`src/rtl/trap_redirect_pkg.sv`:
```
package trap_redirect_pkg;

  localparam int KIND_W    = 4;
  localparam int NUM_KINDS = 1 << KIND_W;
  localparam int VEC_W     = 14;

  typedef enum logic [KIND_W-1:0] {
    K_RESET  = 4'd0,
    K_INTR   = 4'd1,
    K_IACV   = 4'd2,
    K_IMISS  = 4'd3,
    K_DMISS1 = 4'd4,
    K_DMISS2 = 4'd5,
    K_DPAGE  = 4'd6,
    K_DACV   = 4'd7,
    K_UNALN  = 4'd8,
    K_OPDEC  = 4'd9,
    K_MCHK   = 4'd10,
    K_ARITH  = 4'd11,
    K_IOVF   = 4'd12,
    K_FEN    = 4'd13,
    K_VEN    = 4'd14,
    K_PCALL  = 4'd15
  } kind_e;

  typedef struct packed {
    logic [VEC_W-1:0] vec;
    logic             restart;
    logic             skip;
    logic             unimpl;
  } kind_attr_t;

  function automatic logic [VEC_W-1:0] vec_of(kind_e k);
    case (k)
      K_RESET:          return 14'h0001;
      K_INTR:           return 14'h0101;
      K_IACV:           return 14'h0081;
      K_IMISS:          return 14'h0181;
      K_DMISS1:         return 14'h0201;
      K_DMISS2:         return 14'h0281;
      K_DPAGE, K_DACV:  return 14'h0381;
      K_UNALN:          return 14'h0301;
      K_OPDEC:          return 14'h0481;
      K_MCHK:           return 14'h0401;
      K_ARITH, K_IOVF:  return 14'h0501;
      K_FEN, K_VEN:     return 14'h0581;
      K_PCALL:          return 14'h2001;
      default:          return 14'h0001;
    endcase
  endfunction

  function automatic logic restart_of(kind_e k);
    return (k == K_RESET) || (k == K_IACV) || (k == K_IMISS);
  endfunction

  function automatic logic skip_of(kind_e k);
    return (k == K_IOVF) || (k == K_PCALL);
  endfunction

  function automatic kind_attr_t attr_of(kind_e k);
    kind_attr_t a;
    a.vec     = vec_of(k);
    a.restart = restart_of(k);
    a.skip    = skip_of(k);
    a.unimpl  = (k == K_ARITH);
    return a;
  endfunction

endpackage

```
`src/rtl/trap_kind_decode.sv`:
```
module trap_kind_decode
  import trap_redirect_pkg::*;
(
  input  logic [KIND_W-1:0] kind,
  output kind_attr_t        attr
);

  always_comb attr = attr_of(kind_e'(kind));

  always_comb begin
    assert_vec_odd_R2: assert (attr.vec[0] == 1'b1);
    assert_flag_excl_R8: assert (!(attr.unimpl && (attr.skip || attr.restart)));
  end

endmodule

```
`src/rtl/trap_epc_unit.sv`:
```
module trap_epc_unit #(
  parameter int PC_W     = 32,
  parameter int INSN_BYT = 4
) (
  input  logic            clk,
  input  logic            rst,
  input  logic            take,
  input  logic [PC_W-1:0] cur_pc,
  input  logic            restart,
  input  logic            skip,
  output logic [PC_W-1:0] epc_q
);

  localparam logic [PC_W-1:0] STEP = PC_W'(INSN_BYT);

  function automatic logic [PC_W-1:0] advance(logic [PC_W-1:0] a);
    return a + STEP;
  endfunction

  logic            cap_en;
  logic            adv_en;
  logic [PC_W-1:0] captured;
  logic [PC_W-1:0] epc_d;

  assign cap_en   = take && (restart || (cur_pc[1:0] == 2'b00));
  assign adv_en   = take && skip;
  assign captured = cap_en ? cur_pc : epc_q;

  always_comb epc_d = adv_en ? advance(captured) : captured;

  always_ff @(posedge clk) begin
    if (rst) epc_q <= '0;
    else     epc_q <= epc_d;
  end

  assert_hold_R9: assert property (@(posedge clk) disable iff (rst)
    !take |=> $stable(epc_q));
  assert_capture_R5: assert property (@(posedge clk) disable iff (rst)
    (take && !skip && (restart || cur_pc[1:0] == 2'b00)) |=> (epc_q == $past(cur_pc)));
  assert_nocap_R5: assert property (@(posedge clk) disable iff (rst)
    (take && !skip && !restart && cur_pc[1:0] != 2'b00) |=> $stable(epc_q));
  assert_skip_old_R6: assert property (@(posedge clk) disable iff (rst)
    (take && skip && !restart && cur_pc[1:0] != 2'b00) |=> (epc_q - $past(epc_q) == STEP));

endmodule

```
`src/rtl/trap_event_counters.sv`:
```
module trap_event_counters #(
  parameter int CNT_W  = 16,
  parameter int NUM    = 16,
  localparam int SEL_W = $clog2(NUM)
) (
  input  logic             clk,
  input  logic             rst,
  input  logic             take,
  input  logic [SEL_W-1:0] kind,
  input  logic [SEL_W-1:0] sel,
  output logic [CNT_W-1:0] val
);

  logic [CNT_W-1:0] cnt [NUM];
  logic [NUM-1:0]   hit;

  for (genvar i = 0; i < NUM; i++) begin : g_cnt
    assign hit[i] = take && (kind == SEL_W'(i));

    always_ff @(posedge clk) begin
      if (rst)         cnt[i] <= '0;
      else if (hit[i]) cnt[i] <= cnt[i] + 1'b1;
    end

    assert_inc_R7: assert property (@(posedge clk) disable iff (rst)
      hit[i] |=> (cnt[i] == CNT_W'($past(cnt[i]) + 1)));
    assert_keep_R7: assert property (@(posedge clk) disable iff (rst)
      !hit[i] |=> $stable(cnt[i]));
  end

  assign val = cnt[sel];

  assert_onehit_R7: assert property (@(posedge clk) disable iff (rst) $onehot0(hit));

endmodule

```
`src/rtl/trap_redirect.sv`:
```
module trap_redirect
  import trap_redirect_pkg::*;
#(
  parameter int              PC_W     = 32,
  parameter int              CNT_W    = 16,
  parameter logic [PC_W-1:0] BASE_RST = 32'h0000_8000
) (
  input  logic              clk,
  input  logic              rst,
  input  logic              flt_valid,
  input  logic [KIND_W-1:0] flt_kind,
  input  logic [PC_W-1:0]   cur_pc,
  input  logic              base_wr_en,
  input  logic [PC_W-1:0]   base_wr_data,
  input  logic [KIND_W-1:0] cnt_sel,
  output logic [PC_W-1:0]   base_val,
  output logic [PC_W-1:0]   epc_val,
  output logic [CNT_W-1:0]  cnt_val,
  output logic              redir_valid,
  output logic [PC_W-1:0]   redir_pc,
  output logic              unimpl_err
);

  localparam logic [PC_W-1:0] RESET_TGT = BASE_RST + PC_W'(vec_of(K_RESET));

  function automatic logic [PC_W-1:0] target(logic [PC_W-1:0] b, logic [VEC_W-1:0] v);
    return b + PC_W'(v);
  endfunction

  kind_attr_t      attr;
  logic            take;
  logic            arith_req;
  logic [PC_W-1:0] base_q;

  trap_kind_decode u_dec (.kind(flt_kind), .attr(attr));

  assign take      = flt_valid && !attr.unimpl;
  assign arith_req = flt_valid && attr.unimpl;

  always_ff @(posedge clk) begin
    if (rst)             base_q <= BASE_RST;
    else if (base_wr_en) base_q <= base_wr_data;
  end

  always_ff @(posedge clk) begin
    if (rst) begin
      redir_valid <= 1'b1;
      redir_pc    <= RESET_TGT;
      unimpl_err  <= 1'b0;
    end else begin
      redir_valid <= take;
      if (take) redir_pc <= target(base_q, attr.vec);
      if (arith_req) unimpl_err <= 1'b1;
    end
  end

  trap_epc_unit #(.PC_W(PC_W), .INSN_BYT(4)) u_epc (
    .clk(clk), .rst(rst), .take(take), .cur_pc(cur_pc),
    .restart(attr.restart), .skip(attr.skip), .epc_q(epc_val)
  );

  trap_event_counters #(.CNT_W(CNT_W), .NUM(NUM_KINDS)) u_cnt (
    .clk(clk), .rst(rst), .take(take), .kind(flt_kind),
    .sel(cnt_sel), .val(cnt_val)
  );

  assign base_val = base_q;

  assert_reset_tgt_R1: assert property (@(posedge clk)
    rst |=> (redir_valid && redir_pc == RESET_TGT && !unimpl_err));
  assert_pulse_R3: assert property (@(posedge clk) disable iff (rst)
    !take |=> !redir_valid);
  assert_fire_R3: assert property (@(posedge clk) disable iff (rst)
    take |=> redir_valid);
  assert_oldbase_R4: assert property (@(posedge clk) disable iff (rst)
    (take && base_wr_en) |=> (redir_pc - $past(base_q) == PC_W'($past(attr.vec))));
  assert_basewr_R4: assert property (@(posedge clk) disable iff (rst)
    base_wr_en |=> (base_val == $past(base_wr_data)));
  assert_arith_R8: assert property (@(posedge clk) disable iff (rst)
    arith_req |=> (!redir_valid && unimpl_err));
  assert_sticky_R8: assert property (@(posedge clk) disable iff (rst)
    unimpl_err |=> unimpl_err);

endmodule

```
`config.mk`:
```
export PLATFORM = sky130hd
export DESIGN_NAME = trap_redirect
export DESIGN_NICKNAME = d
export VERILOG_FILES = /design/src/rtl/trap_redirect_pkg.sv /design/src/rtl/trap_kind_decode.sv /design/src/rtl/trap_epc_unit.sv /design/src/rtl/trap_event_counters.sv /design/src/rtl/trap_redirect.sv
export SDC_FILE = /design/constraint.sdc
export NUM_CORES = 1
export LEC_CHECK = 0
export BUFFER_PORTS_ARGS = -buffer_cell sky130_fd_sc_hd__buf_2
export CAP_MARGIN = 20
export CORE_ASPECT_RATIO = 0.7
export CORE_MARGIN = 2
export CORE_UTILIZATION = 41
export CTS_CLUSTER_DIAMETER = 150
export DETAILED_ROUTE_END_ITERATION = 10
export GPL_ROUTABILITY_DRIVEN = 0
export HOLD_SLACK_MARGIN = 0.03
export SYNTH_ARGS = -nofsm -noshare
export SYNTH_HDL_FRONTEND = slang
export SYNTH_SLANG_ARGS = --single-unit
export TNS_END_PERCENT = 100
```
`constraint.sdc`:
```
create_clock -name clk -period 6.1 [get_ports clk]
set_input_delay 0.61 -clock clk [delete_from_list [all_inputs] [get_ports clk]]
set_output_delay 0.61 -clock clk [all_outputs]
set_load 0.01 [all_outputs]
```
Word-level counts from Yosys, hierarchy flattened
Memory sizes are Yosys's and may differ from the RTL's. Index checks and enable logic that the tools add are counted.

Output and inout port bits: 114. Register bits: 98. Bits in read-only memories: 80. Logic and storage cells: 151. RAM bits: 256. Input port bits: 76. Memories kept: 2.

Add/sub/neg operators: 18. Equal/unequal tests: 15. Bitwise gates (word level): 16. Multiplexer cells: 68. Reduce and logical (&&, ||, !) cells: 27.

Memory list: u_cnt.cnt (words 16, bits a word 16, read ports 17, clocked after memory_dff 0, write ports 16, line trap_event_counters.sv:14) `logic [CNT_W-1:0] cnt [NUM];`; (no name shown) (words 16, bits a word 5, read ports 1, clocked after memory_dff 0, write ports 0, line trap_redirect_pkg.sv:34) `case (k)`.

Operator list (number): 16-bit by 1-bit adder with 16-bit output (second input constant) (16); 16-bit two-way mux (16); 32-bit two-way mux (2); 1-bit two-way mux (50); 32-bit by 14-bit adder with 32-bit output (1); 32-bit by 3-bit adder with 32-bit output (second input constant) (1); 4-bit == test (second input constant) (8); 1-bit logical AND (20); 4-bit by 3-bit == test with 1-bit output (second input constant) (4); 1-bit bitwise OR (16); 4-bit by 2-bit == test with 1-bit output (second input constant) (2); 4-bit by 1-bit == test with 1-bit output (second input constant) (1); 4-bit zero test (1); 1-bit logical OR (4); 2-bit zero test (1); 1-bit zero test (1).

Longest topological paths before layout
Gate-level depths: netlist of the first run.

Depth in word-level cells: 8. Gate-level depth with buffers: 16. Gate-level depth less buffers: 14.

Modules after synthesis
A second synthesis of the first run with hierarchy kept.

Cell total of the unflattened synthesis: 2118. Area, all modules: 21470.6 µm².

Modules (own cells, without submodules): trap_event_counters (area an instance 15403.5 µm², times used 1, seq. area each 7687.4 µm², cells an instance 1395); trap_redirect (area an instance 3462.1 µm², times used 1, seq. area each 1321.3 µm², cells an instance 398); trap_epc_unit (area an instance 2309.7 µm², times used 1, seq. area each 640.6 µm², cells an instance 289); trap_kind_decode (area an instance 295.3 µm², times used 1, seq. area each 0.0 µm², cells an instance 36).

Worst setup path after synthesis of the first run
OpenSTA, ideal clock, no wires.

Path type: input to register. Start: in flt_kind[0]. End: reg redir_pc[26]. Buffers on the path: 0. Library setup time: 0.133 ns. Required time: 5.967 ns. Stages: 10. Setup slack: 3.010 ns. Arrival time: 2.958 ns. Cells stage by stage: inv_1 > ha_1 > mux4_2 > ha_1 > nand3_1 > o21ai_0 > a21oi_1 > nor4b_1 > xnor2_1 > a21oi_1.

Word-level cells in the longest chain between the ends: 3. Elaborated cells between the ends (all ways): 5. Classes of those cells: add/sub (1); eq/ne (1); reduce/logical (2); memory (1).

RTL lines: start: declaration (line trap_redirect.sv:11) `input logic [KIND_W-1:0] flt_kind,`; branches (longest 3 deep; another with 32-bit by 14-bit adder with 32-bit output); end signal: assignment (line trap_redirect.sv:52) `if (take) redir_pc <= target(base_q, attr.vec);`; end: declaration (line trap_redirect.sv:20) `output logic [PC_W-1:0] redir_pc,`.

Parallel ways; which one is timed is not known. A chain may end at the register's enable or synchronous reset.

Worst setup path in the final report of the first run
Start: in cnt_sel[1]. End: out cnt_val[0].

Word-level cells in the longest chain between the ends: 1.

RTL lines: start: declaration (line trap_redirect.sv:15) `input logic [KIND_W-1:0] cnt_sel,`; memory 16 x 16 bit; end: declaration (line trap_redirect.sv:18) `output logic [CNT_W-1:0] cnt_val,`.

Every way passes these cells.

==> results of run 1 <==
cells in the mapped netlist, drive strengths merged (28+ instances only):
cell,count
ha,28
mux4,81
mux2i,49
clkbuf,45
or3,29
nor2,307
and3,81
nand3,126
xnor2,94
a21oi,71
buf,32
o21ai,73
xor2,129
nand2,139
edfxtp,256
inv,35
nand4,57
dfxtp,98
power groups by stage:
stage	clock (mW)	combinational (mW)	sequential, mW
6_report	2.46	0.584	2.83
3_5_place_dp	0	0.579	2.88
3_3_place_gp	0	0.572	2.88
5_1_grt	2.62	0.633	2.85
4_1_cts	2.53	0.582	2.83
2_1_floorplan	0	0.361	2.85
layer usage:
layer / vias to the layer above / global-route usage
li1: 7196 / -
met1: 7585 / 0.3284
met2: 485 / 0.3170
met3: 76 / 0.03756
met4: 0 / 0.05726
met5: - / 0
area by class of cell:
type	count	area, µm²
fillers	4442	24990
well taps	621	777.0
multi-input cells	1411	9793
repair buffers	208	1134
clock inverters	24	237.7
diodes	2	5.005
inverters	35	131.4
flip-flops and latches	354	9649
clock buffers	46	1066
state kept, by name, summed over array words and instances, names as in the netlist:
name,count
unimpl_err,1
redir_valid,1
u_cnt.cnt,256
redir_pc,32
u_epc.epc_q,32
base_val,32
worst register-to-register path: stages, from the launching register on:
cell and delay (ns):
dfxtp_1 0.46, ha_1 0.27, nand4_1 0.16, o21ai_0 0.39
a21oi_1 0.36, nor4b_1 0.46, xnor2_1 0.17, a21oi_1 0.08
cells in the final DEF, fill, tap and decap left out, types with 28 or more instances in the layout:
cell type / count
ha_1: 28
o21ai_0: 57
xnor2_1: 94
nand3_1: 126
xor2_1: 129
a21oi_1: 71
buf_2: 187
nor2_1: 306
mux4_2: 81
nand2_1: 138
and3_1: 81
edfxtp_1: 256
mux2i_1: 49
or3_1: 29
clkbuf_16: 42
inv_1: 35
dfxtp_1: 98
nand4_1: 57
metrics by stage:
stage,instance area (µm²),utilization,instances
after global routing,22790,0.4770,2700
after CTS,22730,0.4758,2697
final,22790,0.4770,2701
after global placement,21430,0.4485,2627
after floorplan,19890,-,1877
after detailed placement,21430,0.4485,2627
cells by family (layout without fill, tap and decap cells):
logic type	after synthesis	in the layout	share of synthesized area
buffers and inverters	112	313	0.02296
other	1	18	0.0001891
adders and majority gates	28	28	0.01766
and+or+nand+nor	805	805	0.1922
muxes	138	138	0.1212
AOI/OAI and AO/OA	201	201	0.06081
xor gates and xnor gates	223	223	0.09847
DFF	354	354	0.4865
worst max-delay path by stage:
stage | startpoint | endpoint | cells after the start
2_1_floorplan | flt_kind[0] | redir_pc[26]$_SDFFE_PP0N_ | 10
5_1_grt | flt_kind[0] | u_epc.epc_q[14]$_SDFF_PP0_ | 13
3_5_place_dp | flt_kind[0] | u_epc.epc_q[24]$_SDFF_PP0_ | 13
4_1_cts | cnt_sel[1] | cnt_val[0] | 5
3_3_place_gp | flt_kind[0] | u_epc.epc_q[24]$_SDFF_PP0_ | 13
6_report | cnt_sel[1] | cnt_val[0] | 5
==> metrics.md, run 1 <==
| Metric | Value |
|---|---|
| Leading area contributor after synthesis | `edfxtp_1` |
| First-pass GRT wire length | `84740 µm` |
| CP delay by family, top | `buffers and inverters` |
| Pwr Density | `257.9 nW/µm²` |
| Max-slew headroom | `0.2745` |
| Worst reg2reg startpoint | `base_val[1]$_SDFFE_PP0P_` |
| Crit end category | `output port` |
| 1st-iter DRT viols | `1364` |
| Lkg Pwr | `8.256 nW` |
| DPL Wire Length | `40300 µm` |
| Number of global-route vias before repair | `14540` |
| Top_reg_cell synth | `edfxtp_1` |
| Dpl ws | `1.798 ns` |
| Top cell type's share of synthesized area | `0.3876` |
| Comb pwr share | `0.099` |
| Synth warn | `0` |
| WP data arrival | `3.20 ns` |
| Max_cap viols | `0` |
| Critical path's slowest cell | `buf_4` |
| FFs w/ async S/R, synth | `0` |
| Setup Viol. Count Final | `0` |
| Post-synth EDFFs | `256` |
| Tot Pwr | `5.878 mW` |
| Crit path max fanout | `40` |
| Fmax | `262.5 MHz` |
| Area Growth Syn to Fin | `14.91%` |
| CTS tree | `built` |
| Via count | `15340` |
| Fin crit share | `0.6246` |
| Post-Syn Area | `19840 µm²` |
| Count of different cell masters after synthesis | `64` |
| Wire per inst | `20.15 µm` |
| Met2 WL | `23690 µm` |
| Switching power | `1.505 mW` |
| Die span in x | `266.9 µm` |
| IO Pins | `190` |
| Max-slew violation count | `0` |
| Top sig layer | `met4` |
| RR Endpoint | `redir_pc[26]$_SDFFE_PP0N_` |
| H-tree Lvls | `2` |
| Tmin final | `3.810 ns` |
| Met3 wire length | `4351 µm` |
| Tot GR Track Use | `0.2164` |
| Worst hold path depth | `3` |
| CTS buffer count | `39` |
| Clk pin slew, worst setup/hold paths | `0.06 ns` |
| Clock Tree Buf Depth | `3` |
| Largest net degree at the start of global routing | `98` |
| Antenna violations before repair | `2` |
| TNS Setup | `0 ns` |
| CP max stage delay | `0.64 ns` |
| FF-to-FF setup slack | `3.59 ns` |
| Worst skew pair latency | `0.56 ns` |
| Fin. Hold Viols | `0` |
| Hold path startpoint | `base_wr_data[15]` |
| Metal-1 WL | `25240 µm` |
| CTS resizes | `0` |
| Clock Sinks | `354` |
| Status | `completed` |
| FF+latch count, synth | `354` |
| Fin worst setup slack | `2.290 ns` |
| Crit start category | `input pin` |
| Final nets | `2153` |
| Final WL | `54440 µm` |
| Hold Buf Count CTS | `0` |
| Worst min path class | `in2reg` |
| Hold_ws | `0.2739 ns` |
| Crit Path Category | `in2out` |
| Port-buffer cells | `189` |
| Postcts setup bufs | `0` |
| Actual slew at the worst max-slew pin | `1.088 ns` |
| RSZ-0062 raised after global routing | `false` |
| Die height | `188.0 µm` |
| Setup Skew | `0.01457 ns` |
| First-pass iteration count of the detailed router | `5` |
| R2r worst-path depth | `7` |
| Avg Inst Size Synth | `10.65 µm²` |
| Internal Power | `4.374 mW` |
| Cell Chain, Critical Path | `buf_2 -> buf_4 -> mux4_2 -> mux4_2 -> buf_2` |
| Clk pwr share | `0.419` |
| Initial Util | `0.4151` |
| Crit path buffers/inverters | `3` |
| Antenna viol nets, final | `0` |
| Fraction of layout cells with a size suffix above 1 | `0.1809` |
| Req. time, crit path | `5.49 ns` |
| Core ar. | `47780 µm²` |
| Worst Hold Endpoint | `base_val[15]$_SDFFE_PP1P_` |
| Synth area leaders | `edfxtp_1 39%, dfxtp_1 9.9%, mux4_2 9.2%, nor2_1 5.8%, xor2_1 5.7%` |
| Root Buffer | `clkbuf_16` |
| Via/cell ratio | `5.680` |
| Mapped Cells | `1862` |
| Flop pwr share | `0.482` |
| Maximum vdd drop | `0.2027 mV` |
| Seq/Total Area, Yosys | `0.4865` |
| # DRC | `0` |
| Switching share of power | `0.2559` |
| Die footprint | `50180 µm²` |
| Cell Rows | `67` |
| Grt ovf | `0` |
No activity file was read; power rests on OpenSTA's default activity.
==> run 2, diff against run 1 <==
Clock period 6.1 ns to 3.7 ns, I/O delays scaled along.
==> metrics.md, run 2 (synthesized netlist as in run 1, its figures left out) <==
| Metric | Value |
|---|---|
| Crit start category | `input pin` |
| Initial Util | `0.4151` |
| Most common cell after layout, fill and taps aside | `nor2_1` |
| Tot Pwr | `9.367 mW` |
| Met2 Use GR | `0.3014` |
| Number of global-route vias before repair | `14290` |
| Max-slew violation count | `0` |
| Hold_ws | `0.07099 ns` |
| IO Pins | `190` |
| Worst min path class | `in2reg` |
| Root Buffer | `clkbuf_16` |
| DPL Wire Length | `40930 µm` |
| Crit path max fanout | `9` |
| Area post-placement | `21520 µm²` |
| Final instance area | `22680 µm²` |
| Antenna violations before repair | `1` |
| Final WL | `55210 µm` |
| Via/cell ratio | `5.697` |
| Cell Rows | `67` |
| TNS Setup | `0 ns` |
| Pwr Density | `412.9 nW/µm²` |
| Clock Sinks | `354` |
| Lkg Pwr | `8.208 nW` |
| Tot GR Track Use | `0.2182` |
| Fmax | `350.4 MHz` |
| Most flop-heavy register | `u_cnt.cnt` |
| # DRC | `0` |
| Actual slew at the worst max-slew pin | `0.9644 ns` |
| Fraction of layout cells with a size suffix above 1 | `0.1795` |
| Fin crit share | `0.7713` |
| Hold Buf Count CTS | `0` |
| Crit end category | `flip-flop` |
| Die span in x | `266.9 µm` |
| First-pass GRT wire length | `85230 µm` |
| Clock Tree Buf Depth | `3` |
| Most frequent cells in the layout | `306 x nor2_1, 256 x edfxtp_1, 187 x buf_2, 138 x nand2_1, 129 x xor2_1` |
| Hold path startpoint | `base_wr_data[11]` |
| Maximum vdd drop | `0.2533 mV` |
| WP data arrival | `3.24 ns` |
| Clk pin slew, worst setup/hold paths | `0.07 ns` |
| Met3 usage | `0.04517` |
| Dpl ws | `0.3604 ns` |
| Setup Viol. Count Final | `0` |
| Die footprint | `50180 µm²` |
| Met1 Usage GRT | `0.3463` |
| Core ar. | `47780 µm²` |
| Max_cap viols | `0` |
| Final nets | `2159` |
| Crit Path Category | `in2reg` |
| Status | `completed` |
| Fin. Hold Viols | `0` |
| CTS tree | `built` |
| Port-buffer cells | `189` |
| Die height | `188.0 µm` |
| CTS buffer count | `38` |
| Worst skew pair latency | `0.54 ns` |
| CP startpoint | `flt_kind[1]` |
| 1st-iter DRT viols | `1498` |
| Postcts setup bufs | `0` |
| Antenna viol nets, final | `0` |
| Via count | `15380` |
| Largest net degree at the start of global routing | `78` |
| FF-to-FF setup slack | `1.17 ns` |
| Setup Skew | `0.02053 ns` |
| First-pass iteration count of the detailed router | `6` |
| Worst reg2reg startpoint | `u_epc.epc_q[6]$_SDFF_PP0_` |
| Max-slew headroom | `0.3571` |
| RSZ-0062 raised after global routing | `false` |
| H-tree Lvls | `2` |
| Tmin final | `2.854 ns` |
| Req. time, crit path | `4.09 ns` |
| Area Growth Syn to Fin | `14.36%` |
| Max FFs per register | `256` |
| CTS resizes | `0` |
| Gr busiest metal | `met1` |
| Grt ovf | `0` |
| Fin worst setup slack | `0.8463 ns` |
| Wire per inst | `20.45 µm` |
[run 2: changes by cell type in the layout (fill, tap and decap cells not counted), sizes merged]
cell,change
diode,-1
clkinv,-4
buf,+7
clkinvlp,-1
bufinv,-2
[run 2: area by class of cell]
| cell class | count | area [µm²] |
|---|---|---|
| antenna | 1 | 2.502 |
| clock buffer | 46 | 1022 |
| clock inverter | 17 | 136.4 |
| fill | 4413 | 25100 |
| inverter | 35 | 131.4 |
| multi-input combinational | 1411 | 9793 |
| sequential | 354 | 9649 |
| tap | 621 | 777.0 |
| timing repair buffer | 215 | 1171 |
[run 2: report_power, final]
part	internal (mW)	leakage, nW	switching [mW]	total [mW]
registers	4.44	3.45	0.232	4.67
clock network	2.10	0.568	1.62	3.72
logic	0.421	4.19	0.557	0.977
total	6.96	8.21	2.41	9.37
[run 2: per-layer routing]
metal	vias up	wire length, µm
li1	7189	-
met1	7587	26730
met2	527	22860
met3	78	4488
met4	0	1132
met5	-	0
[run 2: stage by stage]
stage,utilization,instances
global placement,0.4504,2636
finish,0.4747,2700
CTS,0.4747,2699
global route,0.4747,2700
detailed placement,0.4504,2636
floorplan,-,1877
[run 2: path summary, 6_finish.rpt]
path	to	depth (start not counted)
setup reg to reg	u_epc.epc_q[24]$_SDFF_PP0_	6
hold reg to reg	redir_pc[9]$_SDFFE_PP0N_	2
hold / removal	base_val[11]$_SDFFE_PP0P_	3
setup / recovery	redir_pc[18]$_SDFFE_PP0N_	11
[run 2: worst max-delay path, stage by stage]
cell     delay, ns
buf_2         0.14
inv_1         0.09
ha_1          0.30
mux4_2        0.48
ha_1          0.32
nand3_1       0.14
o21ai_0       0.37
a21oi_1       0.34
nor4b_1       0.44
xnor2_1       0.16
a21oi_1       0.08
